--- src/rtl/irq_msg_pkg.sv ---
package irq_msg_pkg;
  typedef enum logic {TRIG_EDGE = 1'b0, TRIG_LEVEL = 1'b1} trig_e;
  typedef enum logic {EOI_RD = 1'b0, EOI_WR = 1'b1} eoi_kind_e;
endpackage

--- src/rtl/irq_msg_slot.sv ---
// Per-vector state: edge pending bit or level waiting-for-EOI bit.
module irq_msg_slot
  import irq_msg_pkg::*;
(
  input  logic clk,
  input  logic rst,
  input  logic mode_i,
  input  logic req_i,
  input  logic grant_i,
  input  logic eoi_hit_i,
  output logic elig_o,
  output logic wait_o
);
  logic req_q, pend_q, wait_q, rise, is_lvl;

  assign is_lvl = (mode_i == TRIG_LEVEL);
  assign rise   = req_i & ~req_q;

  always_ff @(posedge clk) begin
    if (rst) begin
      req_q  <= 1'b0;
      pend_q <= 1'b0;
      wait_q <= 1'b0;
    end else begin
      req_q <= req_i;
      if (is_lvl) begin
        pend_q <= 1'b0;
        wait_q <= (wait_q & ~eoi_hit_i) | grant_i;
      end else begin
        // an edge during the grant cycle stays pending (one extra queued)
        pend_q <= (pend_q & ~grant_i) | rise;
        wait_q <= 1'b0;
      end
    end
  end

  assign elig_o = is_lvl ? (req_i & ~wait_q) : pend_q;
  assign wait_o = wait_q;

  // a vector waiting for EOI is never granted
  p_no_grant_waiting_r3: assert property (@(posedge clk) disable iff (rst)
    wait_q |-> !grant_i);
  // an edge seen while already pending is merged, not lost
  p_edge_merge_r8: assert property (@(posedge clk) disable iff (rst)
    (!is_lvl && pend_q && rise) |=> pend_q);
endmodule

--- src/rtl/irq_msg_pick.sv ---
// Fixed-priority pick: lowest index wins.
module irq_msg_pick #(
  parameter int N = 8,
  parameter int W = 3
) (
  input  logic [N-1:0] req_i,
  output logic [N-1:0] onehot_o,
  output logic [W-1:0] idx_o,
  output logic         any_o
);
  always_comb begin
    onehot_o = '0;
    idx_o    = '0;
    any_o    = 1'b0;
    for (int i = N - 1; i >= 0; i--) begin
      if (req_i[i]) begin
        onehot_o    = '0;
        onehot_o[i] = 1'b1;
        idx_o       = W'(i);
        any_o       = 1'b1;
      end
    end
  end
endmodule

--- src/rtl/irq_msg_source.sv ---
module irq_msg_source
  import irq_msg_pkg::*;
#(
  parameter int NVEC = 8,
  localparam int VW = (NVEC > 1) ? $clog2(NVEC) : 1
) (
  input  logic            clk,
  input  logic            rst,
  input  logic            cfg_we_i,
  input  logic [NVEC-1:0] cfg_mode_i,
  input  logic [NVEC-1:0] req_i,
  output logic            msg_valid_o,
  input  logic            msg_ready_i,
  output logic [VW-1:0]   msg_vec_o,
  output logic            msg_level_o,
  input  logic            eoi_valid_i,
  input  logic            eoi_kind_i,
  input  logic [VW-1:0]   eoi_vec_i,
  output logic            eoi_stray_o,
  output logic            eoi_rd_err_o
);
  logic [NVEC-1:0] mode_q, eoi_hit, elig, waiting, pick_oh, grant;
  logic [VW-1:0]   pick_idx;
  logic            pick_any, load_en, eoi_wr, eoi_rd;
  logic            valid_q, lvl_q, stray_q, rderr_q;
  logic [VW-1:0]   vec_q;

  assign eoi_wr = eoi_valid_i & (eoi_kind_i == EOI_WR);
  assign eoi_rd = eoi_valid_i & (eoi_kind_i == EOI_RD);

  always_ff @(posedge clk) begin
    if (rst)           mode_q <= '0;
    else if (cfg_we_i) mode_q <= cfg_mode_i;
  end

  for (genvar v = 0; v < NVEC; v++) begin : g_slot
    assign eoi_hit[v] = eoi_wr && (eoi_vec_i == VW'(v));
    irq_msg_slot u_slot (
      .clk       (clk),
      .rst       (rst),
      .mode_i    (mode_q[v]),
      .req_i     (req_i[v]),
      .grant_i   (grant[v]),
      .eoi_hit_i (eoi_hit[v]),
      .elig_o    (elig[v]),
      .wait_o    (waiting[v])
    );
  end

  irq_msg_pick #(.N(NVEC), .W(VW)) u_pick (
    .req_i    (elig),
    .onehot_o (pick_oh),
    .idx_o    (pick_idx),
    .any_o    (pick_any)
  );

  assign load_en = ~valid_q | msg_ready_i;
  assign grant   = load_en ? pick_oh : '0;

  always_ff @(posedge clk) begin
    if (rst) begin
      valid_q <= 1'b0;
      vec_q   <= '0;
      lvl_q   <= 1'b0;
    end else if (load_en) begin
      valid_q <= pick_any;
      vec_q   <= pick_idx;
      lvl_q   <= mode_q[pick_idx];
    end
  end

  always_ff @(posedge clk) begin
    if (rst) begin
      stray_q <= 1'b0;
      rderr_q <= 1'b0;
    end else begin
      stray_q <= stray_q | (eoi_wr & ~|(eoi_hit & waiting));
      rderr_q <= rderr_q | eoi_rd;
    end
  end

  assign msg_valid_o  = valid_q;
  assign msg_vec_o    = vec_q;
  assign msg_level_o  = lvl_q;
  assign eoi_stray_o  = stray_q;
  assign eoi_rd_err_o = rderr_q;

  // stalled message holds still
  p_hold_stable_r7: assert property (@(posedge clk) disable iff (rst)
    (msg_valid_o && !msg_ready_i) |=>
      (msg_valid_o && $stable(msg_vec_o) && $stable(msg_level_o)));
  // at most one vector granted per cycle
  p_one_grant_r7: assert property (@(posedge clk) disable iff (rst)
    $onehot0(grant));
  // stray flag is sticky
  p_stray_sticky_r5: assert property (@(posedge clk) disable iff (rst)
    eoi_stray_o |=> eoi_stray_o);
  // read-error flag is sticky and set by a read event
  p_rderr_sticky_r6: assert property (@(posedge clk) disable iff (rst)
    (eoi_rd_err_o || eoi_rd) |=> eoi_rd_err_o);
endmodule

--- config.mk ---
export PLATFORM = sky130hd
export DESIGN_NAME = irq_msg_source
export DESIGN_NICKNAME = d
export VERILOG_FILES = /design/src/rtl/irq_msg_pkg.sv /design/src/rtl/irq_msg_slot.sv /design/src/rtl/irq_msg_pick.sv /design/src/rtl/irq_msg_source.sv
export SDC_FILE = /design/constraint.sdc
export NUM_CORES = 1
export LEC_CHECK = 0
export BUFFER_PORTS_ARGS = -buffer_cell sky130_fd_sc_hd__buf_2
export CAP_MARGIN = 20
export CORE_ASPECT_RATIO = 0.9
export CORE_UTILIZATION = 59
export DETAILED_ROUTE_END_ITERATION = 7
export GPL_ROUTABILITY_DRIVEN = 0
export PLACE_DENSITY = 0.82
export SYNTH_ARGS = -nofsm -noshare
export SYNTH_HDL_FRONTEND = slang
export SYNTH_SLANG_ARGS = --single-unit
--- constraint.sdc ---
create_clock -name clk -period 3.2 [get_ports clk]
set_input_delay 0.64 -clock clk [delete_from_list [all_inputs] [get_ports clk]]
set_output_delay 0.64 -clock clk [all_outputs]
set_load 0.01 [all_outputs]
==> impl_metrics.toml <==
[clock_network]
tritoncts.num_buffers = 5
h-tree-depth = 2
cts_sinks = 39
hold_buffers = 0
cts_tree = "yes"
clk_pin_slew_ns = 0.12
postCtsSetupRepairBufs = 0
clkLatencyLatePin_ns = 0.36
cts_buffer_depth = 2
post_cts_resized = 0
root_buffer = "clkbuf_4"

[power]
clockPowerShare = 0.316
intPower_uw = 793
seqPwrFrac = 0.495
p_per_area_nw_per_um2 = 513
ir_worst_vdd_mv = 0.420
leakagePower_uw = 0.000864
combPwrFrac = 0.189
switchingPower_uw = 298
switching_share = 0.273

[sta]
setup-tns-final_ns = 0
hold_viol_final = 0
fin_crit_sh = 0.710
max-slew-margin-rel = 0.529
setup_viol = 0
min_period_ns = 2.27
clock_skew_ns = 0.0139
fmax_mhz = 440
maxSlewViolCount = 0
rsz0062_at_grt = "false"
worst_pin_slew_ns = 0.707

[placement]
io_buffers = 31
dp_hpwl_um = 2950

[detailed_routing]
via_per_inst = 5.84
vias = 1641
route.detailed.drc = 0
drt_iter0_drc = 130
first_pass_iters = 4
antenna_left = 0
totalWireLength_um = 4070
wl_per_cell_um = 14.5

[logic_synthesis]
syn_avg_cell_area_sq_um = 8.90
ys_warn_count = 0
synth-seq-cells = 39
synth_cell_types = 43
syn_inst = 209
synth_nets = 234
seq_area_frac_synth = 0.420
synth_area_sq_um = 1860

[critical_path]
critPathBufInv = 0
startpoint_type = "flop"
r2r_cells = 7
required_ns = 3.42
cp.depth = 7
reg2reg_slack_ns = 0.93
r2r-end = "g_slot[7].u_slot.pend_q"
crit_fanout = 6
reg2reg_from = "g_slot[1].u_slot.wait_o"
worstSetupPathType = "reg2reg"
cp_top_family = "simple AND/OR/NAND/NOR gates"
worst_path_most_repeated_cell = "nor3_1"
slowest_stage = "a2111oi_4"
arrival_ns = 2.49
max_stage_delay_ns = 0.47
end_kind = "flop"
crit_path_start = "g_slot[1].u_slot.wait_o"
path_cells = "and3b_1, a2111oi_4, nand3_1, nor3_1, nand2_1, a21oi_1, nor3_1"
endpoint = "g_slot[7].u_slot.pend_q"

[grt]
grt_overflow_total = 0
track_usage = 0.270
first_global_vias = 1612
grt_antenna_before_repair = 0
grt_first_pass_wirelength_um = 6850
grt_max_degree = 42

[die]
die_x_um = 61.2
pin_count = 32
die-area_sq_um = 3380
die_h_um = 55.3
core_area_sq_um = 2860
rows = 18
initial_core_util = 0.650

[finish]
finalCoreUtilization = 0.743
n_antenna_cell = 0
multi_input_area_sq_um = 1030
drive_gt1_frac = 0.203
final_cell_mix = "dfxtp_1, buf_2, nor2_1"
fill_cells = 236
mostFrequentLayoutCell = "dfxtp_1"
ff_latch_area_sq_um = 781
area_growth_pct = 14.3
nNetsFinal = 265

[worst_hold_path]
hold_class = "reg2reg"

[run]
maxCapViolCount = 0

[outcome]
status = "finished clean"
==> routing by layer <==
metal,routed length [um],track usage,vias to the layer above
li1,-,-,811
met1,1870,0.352,776
met2,1940,0.410,46
met3,193,0.0585,8
met4,61,0.143,0
met5,0,0,-
==> Yosys cell counts (all sizes together) <==
library cell / count / area (sq um)
and3b: 2 / 17.5
nor4bb: 1 / 10.0
a211oi: 3 / 22.5
nor3b: 4 / 30.0
a2bb2oi: 1 / 8.76
or4: 1 / 7.51
or2: 2 / 12.5
nand2b: 10 / 62.6
a41o: 1 / 11.3
a222oi: 1 / 10.0
a22oi: 2 / 15.0
and4: 1 / 8.76
nor2b: 19 / 119
and3: 1 / 6.26
a31oi: 1 / 21.3
o2bb2ai: 1 / 8.76
o211ai: 2 / 20.0
dfxtp: 39 / 781
a21oi: 17 / 85.1
nand3b: 8 / 60.1
a32oi: 1 / 8.76
a21boi: 1 / 7.51
mux2: 1 / 11.3
o21ai: 8 / 43.8
nor3: 10 / 50.1
or3: 3 / 18.8
o2111a: 1 / 11.3
a211o: 1 / 8.76
clkbuf: 6 / 22.5
a2111oi: 2 / 36.3
buf: 1 / 3.75
mux4: 2 / 45.0
o31a: 1 / 8.76
mux2i: 8 / 80.1
nand2: 13 / 48.8
o31ai: 2 / 15.0
inv: 7 / 26.3
nor2: 20 / 75.1
nand3: 4 / 20.0
==> area by class of cell <==
| cell class | count | area share |
|---|---|---|
| Multi-Input combinational cell | 156 | 0.483 |
| Sequential cell | 39 | 0.367 |
| Timing Repair Buffer | 31 | 0.0730 |
| Clock buffer | 6 | 0.0241 |
| Tap cell | 40 | 0.0236 |
| Clock inverter | 2 | 0.0165 |
| Inverter | 7 | 0.0124 |
==> state kept, by name, summed over array words and instances (netlist names) <==
register / flops
g_slot.u_slot.pend_q: 8
g_slot.u_slot.req_q: 8
g_slot.u_slot.wait_o: 8
mode_q: 8
msg_vec_o: 3
eoi_rd_err_o: 1
eoi_stray_o: 1
msg_level_o: 1
msg_valid_o: 1
==> worst min-delay path: stages, from the launching register on <==
cell and delay [ns]:
dfxtp_1 0.33, nand2_1 0.05, a21oi_1 0.05
==> power groups by stage <==
stage               sequential [uW]  clock [uW]  combinational (uW)
finish                          540         345                 206
detailed placement              550           0                 202
global route                    544         375                 226
floorplan                       549           0                 142
global placement                548           0                 195
CTS                             539         352                 204
==> stage by stage <==
| step | hold slack (ns) | cells | cell area, sq um | worst slack (ns) | total power, uW |
|---|---|---|---|---|---|
| 6_report | 0.466 | 281 | 2120 | 0.927 | 1090 |
| 4_1_cts | 0.472 | 281 | 2120 | 0.957 | 1100 |
| 5_1_grt | 0.495 | 281 | 2120 | 0.739 | 1150 |
| 3_5_place_dp | 0.453 | 273 | 2040 | 0.631 | 752 |
| 2_1_floorplan | 0.444 | 209 | 1860 | 1.02 | 691 |
| 3_3_place_gp | 0.436 | 273 | 2040 | 0.710 | 744 |
==> logic make-up (layout without fill, tap and decap cells) <==
group / after synthesis / after routing / share of synthesized area
mux: 11 / 11 / 0.0734
compound gates: 46 / 46 / 0.184
simple gates: 99 / 99 / 0.294
flops: 39 / 39 / 0.420
buf+inv: 14 / 46 / 0.0283
==> how the worst min path moves through the flow <==
stage,from,slack [ns],end,cells after the start
2_1_floorplan,mode_q[4],0.44,g_slot[4].u_slot.pend_q,1
3_3_place_gp,msg_vec_o[0],0.44,msg_vec_o[0],2
3_5_place_dp,msg_vec_o[0],0.45,msg_vec_o[0],2
4_1_cts,msg_vec_o[0],0.47,msg_vec_o[0],2
5_1_grt,req_i[3],0.50,g_slot[3].u_slot.req_q,2
6_report,msg_vec_o[0],0.47,msg_vec_o[0],2
No activity file was read; power rests on OpenSTA's default activity.
